File: config.mk
export PLATFORM = sky130hd
export DESIGN_NAME = trace_ring_buffer
export DESIGN_NICKNAME = d
export VERILOG_FILES = /design/src/rtl/trb_pkg.sv /design/src/rtl/trb_lock.sv /design/src/rtl/trb_ptr.sv /design/src/rtl/trb_ram.sv /design/src/rtl/trace_ring_buffer.sv
export SDC_FILE = /design/constraint.sdc
export NUM_CORES = 1
export LEC_CHECK = 0
export ABC_CLOCK_PERIOD_IN_PS = 7910
export BUFFER_PORTS_ARGS = -buffer_cell sky130_fd_sc_hd__buf_2
export CORE_AREA = 2 2 220 265
export DETAILED_ROUTE_END_ITERATION = 16
export DIE_AREA = 0 0 222 267
export HOLD_SLACK_MARGIN = 0.08
export SLEW_MARGIN = 40
export SYNTH_ARGS = -nofsm -noshare
export SYNTH_HDL_FRONTEND = slang
export SYNTH_SLANG_ARGS = --single-unit
export TNS_END_PERCENT = 50
File: constraint.sdc
create_clock -name clk -period 7.91 [get_ports clk]
set_input_delay 1.1865 -clock clk [delete_from_list [all_inputs] [get_ports clk]]
set_output_delay 1.1865 -clock clk [all_outputs]
set_load 0.05 [all_outputs]
File: src/rtl/trb_pkg.sv
// trb_pkg: register word offsets, unlock key and the decoded write-strobe type
// shared by the trace ring buffer modules. Assumes a 10-bit word-offset port.
package trb_pkg;
    localparam int REG_AW = 10;
    localparam int DW     = 32;

    localparam logic [REG_AW-1:0] OFS_STATUS = 10'h000;
    localparam logic [REG_AW-1:0] OFS_DEPTH  = 10'h001;
    localparam logic [REG_AW-1:0] OFS_RDATA  = 10'h004;
    localparam logic [REG_AW-1:0] OFS_RPTR   = 10'h005;
    localparam logic [REG_AW-1:0] OFS_WPTR   = 10'h006;
    localparam logic [REG_AW-1:0] OFS_TRIG   = 10'h007;
    localparam logic [REG_AW-1:0] OFS_CTRL   = 10'h008;
    localparam logic [REG_AW-1:0] OFS_WDATA  = 10'h009;
    localparam logic [REG_AW-1:0] OFS_FSTAT  = 10'h0C0;
    localparam logic [REG_AW-1:0] OFS_FCTRL  = 10'h0C1;
    localparam logic [REG_AW-1:0] OFS_LOCK   = 10'h3EC;
    localparam logic [REG_AW-1:0] OFS_LSTAT  = 10'h3ED;

    localparam logic [DW-1:0] UNLOCK_KEY = 32'hC5AC_CE55;

    // Decoded, lock-qualified register write strobes
    typedef struct packed {
        logic ctrl;
        logic trig;
        logic fctrl;
        logic rptr;
        logic wptr;
        logic wdata;
    } wr_strobe_t;
endpackage

File: src/rtl/trb_lock.sv
// trb_lock: write-guard state. Powers up locked; the unlock key clears the
// lock and any other value written to the key register sets it again.
// Assumes key_wr is a single-cycle strobe qualified by the key offset.
module trb_lock
    import trb_pkg::*;
(
    input  logic          clk,
    input  logic          rst_n,
    input  logic          key_wr,
    input  logic [DW-1:0] key_val,
    output logic          locked
);
    // Track lock state from key register writes
    always_ff @(posedge clk) begin
        if (!rst_n)      locked <= 1'b1;
        else if (key_wr) locked <= (key_val != UNLOCK_KEY);
    end
endmodule

File: src/rtl/trb_ptr.sv
// trb_ptr: word-index pointer over a ring of DEPTH entries. A load wins over
// a step; a step from DEPTH-1 returns to zero and pulses wrap combinationally.
// Assumes DEPTH is a power of two so a loaded value is taken modulo DEPTH.
module trb_ptr #(
    parameter int DEPTH = 16,
    localparam int AW   = $clog2(DEPTH)
) (
    input  logic          clk,
    input  logic          rst_n,
    input  logic          load,
    input  logic [AW-1:0] load_val,
    input  logic          step,
    output logic [AW-1:0] ptr,
    output logic          wrap
);
    localparam logic [AW-1:0] LAST = AW'(DEPTH - 1);

    // Flag a rollover when stepping off the last entry without a load
    always_comb wrap = step && !load && (ptr == LAST);

    // Hold, load or advance the pointer
    always_ff @(posedge clk) begin
        if (!rst_n)    ptr <= '0;
        else if (load) ptr <= load_val;
        else if (step) ptr <= (ptr == LAST) ? '0 : ptr + 1'b1;
    end
endmodule

File: src/rtl/trb_ram.sv
// trb_ram: DEPTH x DW storage with one synchronous write port and one
// asynchronous read port. Contents are not reset.
module trb_ram #(
    parameter int DEPTH = 16,
    parameter int WIDTH = 32,
    localparam int AW   = $clog2(DEPTH)
) (
    input  logic             clk,
    input  logic             we,
    input  logic [AW-1:0]    waddr,
    input  logic [WIDTH-1:0] wdata,
    input  logic [AW-1:0]    raddr,
    output logic [WIDTH-1:0] rdata
);
    logic [WIDTH-1:0] mem [DEPTH];

    // Store one word per write strobe
    always_ff @(posedge clk) begin
        if (we) mem[waddr] <= wdata;
    end

    // Present the word at the read address
    always_comb rdata = mem[raddr];
endmodule

File: src/rtl/trace_ring_buffer.sv
// trace_ring_buffer: circular trace sink. Captures trace words while enabled,
// lets software drain them through an auto-advancing data register while
// disabled, and guards all register writes with a key-based lock.
// Assumes DEPTH is a power of two and reg_addr carries word offsets.
module trace_ring_buffer
    import trb_pkg::*;
#(
    parameter int DEPTH = 16
) (
    input  logic              clk,
    input  logic              rst_n,
    input  logic              tr_valid,
    input  logic [DW-1:0]     tr_word,
    input  logic              reg_wr,
    input  logic              reg_rd,
    input  logic [REG_AW-1:0] reg_addr,
    input  logic [DW-1:0]     reg_wdata,
    output logic [DW-1:0]     reg_rdata
);
    localparam int AW = $clog2(DEPTH);

    logic          locked_q;
    logic          cap_en_q;
    logic          wrap_q;
    logic [DW-1:0] trig_q;
    logic [1:0]    fctrl_q;
    logic [AW-1:0] wptr, rptr;
    logic          wptr_wrap, rptr_wrap;
    logic          ram_we, cap_wr, sw_wr, rd_pop;
    logic [DW-1:0] ram_wdata, ram_rdata;
    wr_strobe_t    ws;

    trb_lock u_lock (
        .clk     (clk),
        .rst_n   (rst_n),
        .key_wr  (reg_wr && reg_addr == OFS_LOCK),
        .key_val (reg_wdata),
        .locked  (locked_q)
    );

    // Decode register writes that the lock permits
    always_comb begin
        ws       = '0;
        if (reg_wr && !locked_q) begin
            ws.ctrl  = (reg_addr == OFS_CTRL);
            ws.trig  = (reg_addr == OFS_TRIG);
            ws.fctrl = (reg_addr == OFS_FCTRL);
            ws.rptr  = (reg_addr == OFS_RPTR);
            ws.wptr  = (reg_addr == OFS_WPTR);
            ws.wdata = (reg_addr == OFS_WDATA);
        end
    end

    // Select the RAM write source: capture when enabled, software when idle
    always_comb begin
        cap_wr    = cap_en_q && tr_valid;
        sw_wr     = !cap_en_q && ws.wdata;
        ram_we    = cap_wr || sw_wr;
        ram_wdata = cap_wr ? tr_word : reg_wdata;
        rd_pop    = reg_rd && (reg_addr == OFS_RDATA) && !cap_en_q;
    end

    trb_ptr #(.DEPTH(DEPTH)) u_wptr (
        .clk      (clk),
        .rst_n    (rst_n),
        .load     (ws.wptr),
        .load_val (reg_wdata[AW-1:0]),
        .step     (ram_we),
        .ptr      (wptr),
        .wrap     (wptr_wrap)
    );

    trb_ptr #(.DEPTH(DEPTH)) u_rptr (
        .clk      (clk),
        .rst_n    (rst_n),
        .load     (ws.rptr),
        .load_val (reg_wdata[AW-1:0]),
        .step     (rd_pop),
        .ptr      (rptr),
        .wrap     (rptr_wrap)
    );

    trb_ram #(.DEPTH(DEPTH), .WIDTH(DW)) u_ram (
        .clk   (clk),
        .we    (ram_we),
        .waddr (wptr),
        .wdata (ram_wdata),
        .raddr (rptr),
        .rdata (ram_rdata)
    );

    // Hold the control, trigger and formatter registers
    always_ff @(posedge clk) begin
        if (!rst_n) begin
            cap_en_q <= 1'b0;
            trig_q   <= '0;
            fctrl_q  <= '0;
        end else begin
            if (ws.ctrl)  cap_en_q <= reg_wdata[0];
            if (ws.trig)  trig_q   <= reg_wdata;
            if (ws.fctrl) fctrl_q  <= reg_wdata[1:0];
        end
    end

    // Track ring rollover; a software pointer load restarts the history
    always_ff @(posedge clk) begin
        if (!rst_n)         wrap_q <= 1'b0;
        else if (ws.wptr)   wrap_q <= 1'b0;
        else if (wptr_wrap) wrap_q <= 1'b1;
    end

    // Return register contents for the addressed word offset
    always_comb begin
        reg_rdata = '0;
        case (reg_addr)
            OFS_STATUS: reg_rdata = {{(DW-1){1'b0}}, wrap_q};
            OFS_DEPTH:  reg_rdata = DW'(DEPTH);
            OFS_RDATA:  reg_rdata = cap_en_q ? '0 : ram_rdata;
            OFS_RPTR:   reg_rdata = DW'(rptr);
            OFS_WPTR:   reg_rdata = DW'(wptr);
            OFS_TRIG:   reg_rdata = trig_q;
            OFS_CTRL:   reg_rdata = {{(DW-1){1'b0}}, cap_en_q};
            OFS_FSTAT:  reg_rdata = {{(DW-2){1'b0}}, !cap_en_q, 1'b0};
            OFS_FCTRL:  reg_rdata = {{(DW-2){1'b0}}, fctrl_q};
            OFS_LSTAT:  reg_rdata = {{(DW-1){1'b0}}, locked_q};
            default:    reg_rdata = '0;
        endcase
    end

    // Read-pointer rollover is not needed outside the pointer itself
    logic unused_rwrap;
    always_comb unused_rwrap = rptr_wrap;
endmodule

**Word-level counts from Yosys, hierarchy flattened**

Memory sizes are Yosys's and may differ from the RTL's. A register that Yosys moved wholly into a read port is not among the register bits.
Cells that the tools add are included.

- Register bits: 45
- Logic and storage cells: 55
- Memory bits (writable): 512
- Output and inout bits: 32
- Input bits: 79
- Memories: 1

- Equality and inequality tests: 14
- Reduce and logical (&&, ||, !) cells: 16
- Add/subtract/negate cells: 2
- Muxes and demuxes: 14
- Bitwise logic cells: 1

Memory list:

| memory | words | bits a word | read ports | clocked after memory_dff | write ports | RTL line | RTL |
|---|---|---|---|---|---|---|---|
| u_ram.mem | 16 | 32 | 1 | 1 | 1 | trb_ram.sv:15 | `logic [WIDTH-1:0] mem [DEPTH];` |

Operator list:

| operator | number |
|---|---|
| case mux 32 bit (10 select lines) | 1 |
| two-way mux 32 bit | 2 |
| equality test 10 x 3 -> 1 bit, second input constant | 4 |
| two-way mux 4 bit | 8 |
| inequality test 32 bit, second input constant | 1 |
| equality test 10 bit, second input constant | 2 |
| equality test 10 x 4 -> 1 bit, second input constant | 2 |
| equality test 10 x 8 -> 1 bit, second input constant | 2 |
| equality test 10 x 1 -> 1 bit, second input constant | 1 |
| logical NOT 10 bit | 1 |
| adder 4 x 1 -> 4 bit, second input constant | 2 |
| equality test 4 bit, second input constant | 2 |
| logical AND 1 bit | 8 |
| two-way mux 6 bit | 1 |
| nonzero test 2 bit | 2 |
| logical NOT 1 bit | 3 |
| two-way mux 1 bit | 2 |
| OR reduction 2 bit | 1 |
| logical OR 1 bit | 1 |
| NOT 1 bit | 1 |

**Depth between registers and ports, before layout**

- Depth after elaboration: 7
- Depth in mapped cells: 9
- Depth with buffers taken out: 6

**Hierarchy**

A second synthesis with hierarchy kept.

- Cell total of the unflattened synthesis: 1164
- Area total of the unflattened synthesis: 22434.0 um2

By module, submodules not included:

| module | area each (um2) | instances | cells each |
|---|---|---|---|
| trb_ram | 19213.4 | 1 | 806 |
| trace_ring_buffer | 2631.3 | 1 | 287 |
| trb_ptr | 229.0 | 2 | 27 |
| trb_lock | 131.4 | 1 | 17 |

**Worst setup path after synthesis**

No wires, ideal clock.

- Path type: input to register
- From: input reg_addr[2]
- To: memory u_ram.mem[0][0] (enable)
- Cell stages on the path: 5
- Arrival: 5529 ps
- Setup slack: 1868 ps
- Buffers on the path: 1
- Library setup time: 513 ps
- Data required time: 7397 ps
- Path through: or3_1 -> and4b_1 -> nor2_1 -> clkbuf_1 -> nor4b_1

- Longest elaborated chain between the ends: 6

Ends and longest elaborated chain:

| what | RTL line | RTL |
|---|---|---|
| start: declaration | trace_ring_buffer.sv:16 | `input logic [REG_AW-1:0] reg_addr,` |
| equality test 10 x 4 -> 1 bit | trace_ring_buffer.sv:50 | `ws.wdata = (reg_addr == OFS_WDATA);` |
| two-way mux 6 bit | trace_ring_buffer.sv:44 | `if (reg_wr && !locked_q) begin` |
| logical AND 1 bit | trace_ring_buffer.sv:57 | `sw_wr = !cap_en_q && ws.wdata;` |
| logical OR 1 bit | trace_ring_buffer.sv:58 | `ram_we = cap_wr \|\| sw_wr;` |
| two-way mux 1 bit | trb_ram.sv:19 | `if (we) mem[waddr] <= wdata;` |
| two-way mux 1 bit (not written as such) | trb_ram.sv:19 |  |
| end: declaration | trb_ram.sv:15 |  |

No other way between the ends.

==> qor.txt <==
Outcome = complete, no violations
Die width = 222 um
Pwr Density = 228 mW/mm^2
Syn Nets = 1246
Synth Area in Adders = 0.00278
Synth Cell Area = 0.0225 sq mm
Worst reg2reg path endpoint = u_ram.mem[4][5]
Largest net degree at the start of global routing = 78
Post-synth top flop = edfxtp_1
H-tree depth reported by CTS = 2
Hold path start = trig_q[29]
Hold Path Sink = trig_q[29]
Final Max Tran Viols = 0
Async SR Flop Fraction = 0
DR vias = 11700
Vias per inst = 5.66
Routability Congestion = 0.803
Sequential area share after synthesis = 0.728
Endpoints failing setup = 0
Synth Area in Simple Gates = 0.0427
1st-iter DRT viols = 1142
First-pass GRT wire length = 81500 um
Crit path kind = register to output pin
Largest family of logic cells by synthesized area = multiplexers
Final wirelength = 56000 um
Final worst slack = 3.05 ns
Crit path DAT = 3.67 ns
IO Pins = 111
R2R Path Start = cap_en_q
DR DRC count = 0
Required @ worst endpoint = 6.72 ns
Ant diodes = 0
Most frequent cells in the layout = 512 x edfxtp_1, 128 x mux4_2, 110 x buf_2, 65 x mux2_2, 57 x clkbuf_16
VDD IR max = 160 uV
Fillcell total = 4837
Gate Count Post-Synth = 1162
Detailed Routing Iterations Pass 1 = 5
Final core utilization = 0.453
R2r setup slk = 4.51 ns
Final HPWL DP = 33300 um
CTS tree = built
Die ar. = 0.0593 sq mm
Power Total = 5.88 mW
Static Leakage = 7.99 nW
Initial antenna violation count = 5
XOR/XNOR Fraction of Synth Area = 0.000780
Clock Skews = 0.0137 ns
Total gr overflow = 0
CTS root buffer = clkbuf_16
Initial Util = 0.396
Post-synth cell types = 57
R2R depth = 6
DP Area = 0.0240 sq mm
Clock Pin Slew Worst Setup and Hold Paths = 0.07 ns
Wirelength per Cell = 27.0 um
Relative slew slack = 0.480
Maximum Capacitance Violations = 0
Total CTS buffers = 54
Layout net count = 1374
Hold depth = 2
Port buffer count = 110
Area delta synth->final = 14.6%
Setup tns final = 0 ns
Achievable Freq = 206 MHz
Share of post-route cells with drive strength above 1 = 0.332
Routed Antenna Nets = 0
Min-delay worst type = register to register
CP Capture Type = output pin
Die Y-Extent = 267 um
Post-synthesis compound-gate area fraction = 0.0316
Post-synthesis mux area share = 0.178
EDFF count, synth = 512
Post-CTS setup buffer count = 0
Final Cell Area = 0.0257 sq mm
Commonest non-fill, non-tap cell in the layout = edfxtp_1
Cts repair resizes = 0
Longest Clk Path Bufs = 3
Skew-Pair Late Insertion Delay = 0.60 ns
#FFs+latches synth = 561
CP Launch Type = register
Tmin final = 4.86 ns
Core Area = 0.0568 sq mm
Pre-CTS setup slack = 2.99 ns
YS warnings = 0
CP Max Fanout = 48
Clock Sinks = 561
Least-Margin Pin Slew = 0.780 ns
Period utilization = 0.614
RSZ-0062 raised after global routing = false
Mean Syn Cell Area = 19.3 sq um
Vias in the first global route = 11800
Post-CTS Hold Buffers = 0
FP Rows = 96
Final hold vios = 0
Gr usage total = 0.191
-- Yosys cell counts, types with 2 or more instances --
library cell,number,area [sq um]
buf_6,6,67.6
nor2b_1,5,31.3
edfxtp_1,512,15400
a221o_1,28,280
dfxtp_1,49,981
nor3_1,7,35.0
o21ai_0,40,200
buf_4,3,22.5
clkbuf_2,3,15.0
inv_1,5,18.8
nand3_1,42,210
and2_1,13,81.3
nor4_1,2,12.5
clkbuf_1,31,116
a21oi_1,7,35.0
nor4bb_1,2,20.0
mux2_2,65,732
nor4b_1,9,78.8
a32oi_1,2,17.5
buf_2,19,95.1
buf_1,9,33.8
nand4_1,4,25.0
o21ai_1,2,10.0
mux2i_1,38,380
a22oi_1,2,15.0
mux4_2,128,2880
a211oi_1,2,15.0
ha_1,5,62.6
o211ai_1,4,30.0
a22o_1,2,17.5
nand4b_1,4,35.0
nand2_1,45,169
nor2_1,43,161
-- registers in the layout, indices dropped and copies added, names as in the netlist, named ones only --
signal and cells:
u_wptr.ptr 4, cap_en_q 1, wrap_q 1, trig_q 32
u_lock.locked 1, u_ram.mem 512, u_rptr.ptr 4, fctrl_q 2
-- final cells by class --
class / count / area (sq um) / share of cell area
sequential: 561 / 16400 / 0.636
multi-input combinational: 525 / 5830 / 0.226
clock buffer: 66 / 1460 / 0.0567
tap: 735 / 920 / 0.0357
timing repair buffer: 143 / 877 / 0.0341
clock inverter: 36 / 282 / 0.0109
inverter: 5 / 18.8 / 0.000729
-- routing by layer --
layer,global-route usage,vias up,share of wire
li1,-,5050,-
met1,0.250,6224,0.42
met2,0.322,358,0.50
met3,0.0368,91,0.054
met4,0.0608,8,0.029
met5,0,-,0.00093
-- cells by family (layout without fill, tap and decap cells) --
| group | Yosys count | after routing |
|---|---|---|
| AO/OA/AOI/OAI | 99 | 99 |
| XOR/XNOR | 2 | 2 |
| adder cells (fa/ha/maj) | 5 | 5 |
| buffers and inverters | 76 | 250 |
| flip-flops | 561 | 561 |
| multiplexers | 231 | 231 |
| AND/OR/NAND/NOR | 188 | 188 |
-- worst max-delay path by stage --
stage,cells after the start,startpoint,slack (ns),to
finish,7,register,3.05,reg_rdata[16]
global route,7,reg_addr[7],2.80,reg_rdata[0]
CTS,7,register,2.96,reg_rdata[16]
detailed placement,7,reg_addr[7],2.99,reg_rdata[0]
global placement,7,reg_addr[7],2.67,reg_rdata[0]
floorplan,5,reg_addr[2],1.87,u_ram.mem[0][0]
-- worst max-delay path, cell delays in order (launching register included) --
cell	delay, ns
dfxtp_4	0.68
buf_12	0.31
buf_4	0.63
mux4_2	0.42
mux2i_1	0.39
nor2_1	0.07
a221o_1	0.27
buf_2	0.21
-- stage by stage --
stage	hold slack [ns]	instances
final	0.460	2071
after global placement	0.445	1963
after detailed placement	0.445	1969
after floorplan	0.429	1162
after global routing	0.485	2071
after CTS	0.462	2071
-- power breakdown --
group / internal, mW / switching [mW]
combinational: 0.0262 / 0.0758
clock: 1.44 / 1.10
sequential: 3.23 / 0.0000352
total: 4.70 / 1.18
No activity file was read; power rests on OpenSTA's default activity.
